$ cat config.mk
export PLATFORM = sky130hd
export DESIGN_NAME = dma_addr_gen
export DESIGN_NICKNAME = d
export VERILOG_FILES = /design/src/rtl/dma_addr_pkg.sv /design/src/rtl/beat_size_decode.sv /design/src/rtl/addr_step_sum.sv /design/src/rtl/addr_wrap_merge.sv /design/src/rtl/dma_addr_gen.sv
export SDC_FILE = /design/constraint.sdc
export NUM_CORES = 1
export LEC_CHECK = 0
export BUFFER_PORTS_ARGS = -buffer_cell sky130_fd_sc_hd__buf_2
export CAP_MARGIN = 20
export CELL_PAD_IN_SITES_DETAIL_PLACEMENT = 0
export CELL_PAD_IN_SITES_GLOBAL_PLACEMENT = 1
export CORE_MARGIN = 2
export CORE_UTILIZATION = 28
export DETAILED_ROUTE_END_ITERATION = 7
export PLACE_DENSITY_LB_ADDON = 0.1
export SLEW_MARGIN = 20
export SYNTH_ARGS = -nofsm -noshare
export SYNTH_HDL_FRONTEND = slang
export SYNTH_SLANG_ARGS = --single-unit
$ cat constraint.sdc
create_clock -name clk -period 4.7 [get_ports clk]
set_clock_uncertainty 0.1 [all_clocks]
set_input_delay 0.94 -clock clk [delete_from_list [all_inputs] [get_ports clk]]
set_output_delay 0.94 -clock clk [all_outputs]
set_load 0.005 [all_outputs]
$ cat src/rtl/dma_addr_pkg.sv
package dma_addr_pkg;

    localparam int SIZE_W  = 3;
    localparam int MOD_W   = 5;
    localparam int BEAT_W  = 7;
    localparam int MAX_SIZE_CODE = 6;
    localparam int WIDE_SIZE_CODE = 5;

    // One strobe per kind of address event
    typedef struct packed {
        logic acc;
        logic minor;
        logic major;
    } step_evt_t;

    // Byte count of one access; reserved code gives zero
    function automatic logic [BEAT_W-1:0] beat_width(input logic [SIZE_W-1:0] code);
        logic [BEAT_W-1:0] w;
        w = '0;
        if (int'(code) <= MAX_SIZE_CODE)
            w[code] = 1'b1;
        return w;
    endfunction

    function automatic logic is_wide(input logic [SIZE_W-1:0] code);
        return (int'(code) >= WIDE_SIZE_CODE) && (int'(code) <= MAX_SIZE_CODE);
    endfunction

endpackage

$ cat src/rtl/beat_size_decode.sv
module beat_size_decode
    import dma_addr_pkg::*;
(
    input  logic [SIZE_W-1:0] size_code,
    output logic [BEAT_W-1:0] beat_bytes,
    output logic              wide_beat
);

    always_comb begin
        beat_bytes = beat_width(size_code);
        wide_beat  = is_wide(size_code);
    end

endmodule

$ cat src/rtl/addr_step_sum.sv
module addr_step_sum
    import dma_addr_pkg::*;
#(
    parameter int ADDR_W = 32,
    parameter int OFF_W  = 16,
    parameter int MOFF_W = 20
) (
    input  step_evt_t                 evt,
    input  logic signed [OFF_W-1:0]   acc_off,
    input  logic                      minor_off_en,
    input  logic signed [MOFF_W-1:0]  minor_off,
    input  logic signed [ADDR_W-1:0]  last_adj,
    output logic [ADDR_W-1:0]         step
);

    logic signed [ADDR_W-1:0] acc_term;
    logic signed [ADDR_W-1:0] minor_term;
    logic signed [ADDR_W-1:0] major_term;

    always_comb begin
        acc_term   = evt.acc ? ADDR_W'(acc_off) : '0;
        minor_term = (evt.minor && minor_off_en) ? ADDR_W'(minor_off) : '0;
        major_term = evt.major ? last_adj : '0;
        step       = acc_term + minor_term + major_term;
    end

endmodule

$ cat src/rtl/addr_wrap_merge.sv
module addr_wrap_merge
    import dma_addr_pkg::*;
#(
    parameter int ADDR_W = 32
) (
    input  logic [ADDR_W-1:0] cur_addr,
    input  logic [ADDR_W-1:0] step,
    input  logic [MOD_W-1:0]  mod_code,
    output logic [ADDR_W-1:0] next_addr
);

    logic [ADDR_W-1:0] raw_sum;
    logic [ADDR_W-1:0] window;

    // Bit i follows the sum when wrap is off or i lies inside the window
    for (genvar i = 0; i < ADDR_W; i++) begin : g_window
        assign window[i] = (mod_code == '0) || ({1'b0, mod_code} > (MOD_W+1)'(i));
    end

    always_comb begin
        raw_sum   = cur_addr + step;
        next_addr = (raw_sum & window) | (cur_addr & ~window);
    end

endmodule

$ cat src/rtl/dma_addr_gen.sv
module dma_addr_gen
    import dma_addr_pkg::*;
#(
    parameter int ADDR_W = 32,
    parameter int OFF_W  = 16,
    parameter int MOFF_W = 20
) (
    input  logic                     clk,
    input  logic                     rst,
    input  logic                     load_en,
    input  logic [ADDR_W-1:0]        load_addr,
    input  logic                     acc_done,
    input  logic                     minor_done,
    input  logic                     major_done,
    input  logic signed [OFF_W-1:0]  acc_off,
    input  logic [SIZE_W-1:0]        size_code,
    input  logic [MOD_W-1:0]         mod_code,
    input  logic                     minor_off_en,
    input  logic signed [MOFF_W-1:0] minor_off,
    input  logic signed [ADDR_W-1:0] last_adj,
    output logic [ADDR_W-1:0]        addr_q,
    output logic [BEAT_W-1:0]        beat_bytes,
    output logic                     wide_beat
);

    step_evt_t         evt;
    logic [ADDR_W-1:0] step;
    logic [ADDR_W-1:0] next_addr;
    logic              any_evt;

    always_comb begin
        evt.acc   = acc_done;
        evt.minor = minor_done;
        evt.major = major_done;
        any_evt   = acc_done | minor_done | major_done;
    end

    addr_step_sum #(
        .ADDR_W (ADDR_W),
        .OFF_W  (OFF_W),
        .MOFF_W (MOFF_W)
    ) u_sum (
        .evt          (evt),
        .acc_off      (acc_off),
        .minor_off_en (minor_off_en),
        .minor_off    (minor_off),
        .last_adj     (last_adj),
        .step         (step)
    );

    addr_wrap_merge #(
        .ADDR_W (ADDR_W)
    ) u_wrap (
        .cur_addr  (addr_q),
        .step      (step),
        .mod_code  (mod_code),
        .next_addr (next_addr)
    );

    beat_size_decode u_size (
        .size_code  (size_code),
        .beat_bytes (beat_bytes),
        .wide_beat  (wide_beat)
    );

    always_ff @(posedge clk) begin
        if (rst)
            addr_q <= '0;
        else if (load_en)
            addr_q <= load_addr;
        else if (any_evt)
            addr_q <= next_addr;
    end

endmodule

==> results.py, run 1 <==
metrics = {
    "global_route": {
        "overflow": 0,
        "track_usage_pct": 19.7,
        "grt_antenna_before_repair": 0,
        "grt_pass1_wl_mm": 33.6,
        "grt_pass1_vias": 6271,
        "grt_start_max_net_pins": 25,
    },
    "synth": {
        "synth_area_um2": 5640,
        "synth_cell_types": 67,
        "yosys_warnings": 0,
        "ys.flop_type": "dfxtp_1",
        "synthArstFlopShare_pct": 0,
        "syn_area_per_cell_um2": 7.49,
        "syn_nets": 961,
        "synth-edff-count": 0,
        "synth_seq_area_share_pct": 11.4,
        "ys_seq_elements": 32,
        "synth_cells": 753,
    },
    "clock_network": {
        "cts_tree": "yes",
        "numCtsBuffers": 5,
        "clk_latency_ns": 0.28,
        "clockBufferDepth": 2,
        "path_clk_slew_ns": 0.05,
        "clock_sinks": 32,
        "cts_root_buf": "clkbuf_16",
        "cts_setup_buffers": 0,
        "cts_htree_levels": 2,
    },
    "timing": {
        "max_freq_mhz": 222,
        "fin_crit_sh_pct": 96.0,
        "tightest_slew_ns": 0.955,
        "setup_violations": 0,
        "post-route-min-period_ns": 4.51,
        "final-hold-violation-count": 0,
        "slew_viol_final": 0,
        "fin_setup_tns_ns": 0,
        "slew_headroom_pct": 36.1,
        "rsz0062_at_grt": "no",
    },
    "floorplanning": {
        "core_area_um2": 19600,
        "die_h_um": 146,
        "die_area_um2": 21300,
        "num_io_pins": 155,
        "start_util_pct": 28.8,
        "row_count": 51,
        "die_w_um": 146,
    },
    "finish": {
        "layout_commonest_cell": "buf_2",
        "drive_gt1_share_pct": 24.4,
        "fillers": 2173,
        "final_nets": 1131,
        "instances_no_fill": 1186,
        "syn_to_final_growth_pct": 26.3,
        "layout_common_cells": "buf_2, nand2_1, inv_1, a21oi_1, fa_1",
        "diodes": 0,
        "final_area_um2": 7120,
    },
    "routing": {
        "drcViolationCount": 0,
        "via_per_inst": 5.03,
        "vias": 5962,
        "detail_route.iter0.violations": 262,
        "post_drt_wl_per_cell_um": 17.5,
        "drt_pass1_iterations": 4,
        "drt-total-wl_mm": 20.7,
        "ant_nets": 0,
    },
    "setup_path": {
        "worstPathMaxFanout": 19,
        "critPathLaunch": "minor_done",
        "worstPathRequired_ns": 4.77,
        "start_kind": "input port",
        "worstPathArrival_ns": 4.59,
        "crit_type": "input port to flop",
        "r2r_cells": 13,
        "r2r_slack_ns": 0.83,
        "worstSetupEndpointType": "flop",
    },
    "power": {
        "leakage_nw": 3.42,
        "power_mw": 2.17,
        "power_density_nw_per_um2": 305,
        "vdd_drop_max_mv": 0.117,
    },
    "placed_design": {
        "routabilityCongestion": 0.845,
        "dp_hpwl_mm": 17.2,
        "post-place-cells": 1181,
        "place_area_um2": 6990,
        "port_buffers": 154,
    },
    "min_path": {
        "hold_path_class": "flop to flop",
    },
    "run_status": {
        "outcome": "complete, no violations",
    },
    "flow_run": {
        "cap_violations": 0,
    },
}
## stage by stage
| stage | worst slack (ns) | util [%] | hold slack (ns) |
|---|---|---|---|
| after floorplan | 0.0265 | - | 0.397 |
| after global placement | -0.300 | 35.7 | 0.411 |
| after detailed placement | -0.312 | 35.7 | 0.426 |
| after CTS | 0.00204 | 36.3 | 0.434 |
| after global routing | 0.0101 | 36.3 | 0.458 |
| final | 0.186 | 36.3 | 0.431 |
## synthesized netlist by cell type (all sizes together) (3+ instances only)
cell type,instances,area (um^2)
xor2,9,78.8
a31oi,13,81.3
o221ai,11,96.3
nand2,111,417
and3,5,36.3
o22ai,5,31.3
o21a,5,37.5
clkbuf,32,121
nor2,41,161
a22oi,5,42.5
nor3,10,61.3
o211ai,9,67.6
nor2b,4,25.0
a311oi,4,35.0
a21oi,71,363
a21o,18,135
nand3,20,100
or2,3,18.8
a31o,3,26.3
nor3b,6,45.0
mux2i,4,40.0
fa,62,1240
nor4,3,18.8
a211o,3,26.3
o31ai,8,60.1
inv,102,383
and4,5,43.8
or3,6,37.5
and2,6,37.5
o21ai,38,190
xnor2,17,149
buf,9,51.3
a211oi,5,50.1
dfxtp,32,641
nand4,9,56.3
ha,31,388
## power by group
part           total [mW]  switching (mW)  leakage, nW  internal (mW)
Sequential          0.349          0.0385        0.266          0.310
Clock               0.314           0.126       0.0616          0.188
Combinational        1.51           0.835         3.09          0.671
## worst min path at each step
stage,startpoint,to,depth (start not counted)
3_5_place_dp,flop,flop,2
3_3_place_gp,flop,flop,2
2_1_floorplan,flop,flop,2
4_1_cts,flop,flop,2
5_1_grt,flop,flop,2
6_report,flop,flop,2
## area by class of cell
type                       count  area (um^2)  share of cell area, %
clock buffer                   5          125                   1.76
inverter                     102          383                   5.38
multi-input combinational    578         4450                   62.6
sequential                    32          641                   9.00
tap                          265          332                   4.66
timing repair buffer         204         1180                   16.6
## critical path, cell delays in order
cell and delay (ns):
buf_2 0.09, and2_1 0.17, buf_12 0.17, nand2_1 0.08, fa_1 0.49, fa_1 0.62
inv_1 0.06, ha_1 0.29, a21o_1 0.20, and4_1 0.23, o21ai_1 0.24, buf_4 0.17
a31oi_1 0.10, o211ai_1 0.31, a31oi_1 0.13, a211o_1 0.28
## logic make-up after synthesis
| group | count (synthesis) | share of synthesized area (%) |
|---|---|---|
| AOI/OAI and AO/OA | 217 | 25.1 |
| xor gates and xnor gates | 26 | 4.04 |
| adders and majority gates | 93 | 28.9 |
| buffers and inverters | 143 | 9.85 |
| DFF | 32 | 11.4 |
| muxes | 4 | 0.710 |
| and+or+nand+nor | 238 | 20.0 |
## metal layers
layer / vias up / part of all wire (%) / wire length (um) / global-route usage, %
li1: 2933 / - / - / -
met1: 2869 / 46 / 9440 / 26.4
met2: 146 / 49 / 10100 / 34.0
met3: 14 / 4.4 / 903 / 1.94
met4: 0 / 1.3 / 265 / 4.80
met5: - / 0 / 0 / 0
## what timing repair did
action | 4_1_cts | 5_1_grt
hold endpoints to repair | 0 | 0
pin swaps | 0 | 1
setup endpoints to repair | 2 | 4
gates resized for setup | 1 | 2
hold buffers | 0 | 0
Power figures use the tool's default switching activity.
==> run 2: changes to the inputs <==
Settings changed: RECOVER_POWER set to 25.
==> results.py, run 2 (same netlist as run 1, synthesis figures left out) <==
metrics = {
    "clock_network": {
        "numCtsBuffers": 5,
        "cts_root_buf": "clkbuf_16",
        "cts_htree_levels": 2,
        "clk_latency_ns": 0.28,
        "cts_tree": "yes",
        "path_clk_slew_ns": 0.05,
        "clock_sinks": 32,
        "clockBufferDepth": 2,
        "cts_setup_buffers": 0,
    },
    "timing": {
        "setup_ws_ns": 0.185,
        "fin_setup_tns_ns": 0,
        "rsz0062_at_grt": "no",
        "max_freq_mhz": 222,
        "tightest_slew_ns": 0.957,
        "final-hold-violation-count": 0,
        "hold_ws_ns": 0.430,
        "slew_viol_final": 0,
        "post-route-min-period_ns": 4.51,
        "fin_crit_sh_pct": 96.1,
        "slew_headroom_pct": 35.9,
        "setup_violations": 0,
    },
    "min_path": {
        "hold_path_class": "flop to flop",
        "min_path_cells": 2,
    },
    "setup_path": {
        "r2r_slack_ns": 0.82,
        "worstPathRequired_ns": 4.77,
        "crit_path_cell_trace": "buf_2, and2_1, buf_12, nand2_1, fa_1, fa_1, inv_1, ha_1, a21o_1, and4_1, o21ai_1, buf_4, a31oi_1, o211ai_1, a31oi_1, a211o_1",
        "cpPeakStageDelay_ns": 0.62,
        "worstSetupEndpointType": "flop",
        "worstPathMaxFanout": 19,
        "critPathSlowestCell": "fa_1",
        "r2r_cells": 13,
        "path_buf_inv": 4,
        "crit_type": "input port to flop",
        "start_kind": "input port",
        "worstPathArrival_ns": 4.59,
        "path_delay_family": "adder cells",
    },
    "finish": {
        "layout_common_cells": "buf_2, nand2_1, inv_1, a21oi_1, fa_1",
        "multi_input_area_um2": 4450,
        "layout_commonest_cell": "buf_2",
        "syn_to_final_growth_pct": 26.1,
        "drive_gt1_share_pct": 23.9,
        "diodes": 0,
        "seqCellArea_um2": 641,
        "final_nets": 1131,
        "fillers": 2175,
        "final_area_um2": 7110,
    },
    "power": {
        "power.share.clock_pct": 14.5,
        "leakage_nw": 3.40,
        "p_comb_share_pct": 69.4,
        "p_int_mw": 1.17,
        "power_density_nw_per_um2": 306,
        "seqPwrFrac_pct": 16.1,
        "power_switching_mw": 1.01,
        "vdd_drop_max_mv": 0.118,
        "switching_share_pct": 46.3,
    },
    "placed_design": {
        "routabilityCongestion": 0.845,
        "preCtsSetupSlack_ns": -0.312,
        "port_buffers": 154,
        "place_area_um2": 6990,
        "dp_hpwl_mm": 17.2,
    },
    "floorplanning": {
        "die_h_um": 146,
        "core_area_um2": 19600,
        "num_io_pins": 155,
        "row_count": 51,
        "die_area_um2": 21300,
        "start_util_pct": 28.8,
        "die_w_um": 146,
    },
    "routing": {
        "via_per_inst": 5.05,
        "drt_pass1_iterations": 7,
        "drt-total-wl_mm": 20.8,
        "detail_route.iter0.violations": 306,
        "drcViolationCount": 0,
        "post_drt_wl_per_cell_um": 17.6,
        "ant_nets": 0,
        "vias": 5989,
    },
    "global_route": {
        "grt_pass1_vias": 6271,
        "track_usage_pct": 19.7,
        "grt_start_max_net_pins": 25,
        "grt_antenna_before_repair": 0,
        "overflow": 0,
        "grt_pass1_wl_mm": 33.6,
    },
    "run_status": {
        "outcome": "complete, no violations",
    },
    "flow_run": {
        "cap_violations": 0,
    },
}
[run 2: cell count changes in the layout (fill, tap and decap cells not counted), sizes merged]
cell	previous run	this run
clkbuf	5	10
buf	204	199
[run 2: worst max-delay path by stage]
stage / start / to / slack (ns) / depth (start not counted)
after floorplan: minor_done / flop / 0.03 / 17
after global placement: minor_done / flop / -0.30 / 16
after detailed placement: minor_done / flop / -0.31 / 16
after CTS: minor_done / flop / 0.002 / 16
after global routing: minor_off_en / flop / 0.01 / 16
final: minor_done / flop / 0.19 / 16
[run 2: through the flow]
step | cells | utilization [%] | power (mW)
floorplan | 753 | - | 1.29
global placement | 1181 | 35.7 | 1.86
detailed placement | 1181 | 35.7 | 1.87
CTS | 1186 | 36.3 | 2.19
global route | 1186 | 36.3 | 2.40
finish | 1186 | 36.3 | 2.17
[run 2: metal layers]
metal  vias to the layer above  wire, um  GRT usage (%)  share of wire [%]
met3                        18       730           1.94                3.5
li1                       2935         -              -                  -
met5                         -         0              0                  0
met2                       146     10200           34.0                 49
met1                      2890      9610           26.4                 46
met4                         0       315           4.80                1.5
[run 2: repair_timing]
item | in CTS | in global routing
pin swaps | 0 | 1
cloned | 0 | 0
resized for setup | 1 | 2
endpoints found under the setup margin | 2 | 4
hold buffers | 0 | 0
[run 2: cell type report]
type	count	area share, %
multi-input cells	578	62.6
repair buffers	204	16.6
flip-flops and latches	32	9.01
inverters	102	5.38
well taps	265	4.66
clock buffers	5	1.76
[run 2: power by group through the flow]
| stage | registers, mW | logic [mW] | clock network (mW) |
|---|---|---|---|
| after floorplan | 0.344 | 0.950 | 0 |
| after global placement | 0.356 | 1.50 | 0 |
| after detailed placement | 0.356 | 1.51 | 0 |
| after CTS | 0.350 | 1.52 | 0.321 |
| after global routing | 0.355 | 1.71 | 0.333 |
| final | 0.350 | 1.51 | 0.316 |
[run 2: worst min-delay path, cell delays in order, from the launching register on]
cell and delay [ns]:
dfxtp_1 0.32, nor2_1 0.10, a311oi_1 0.05
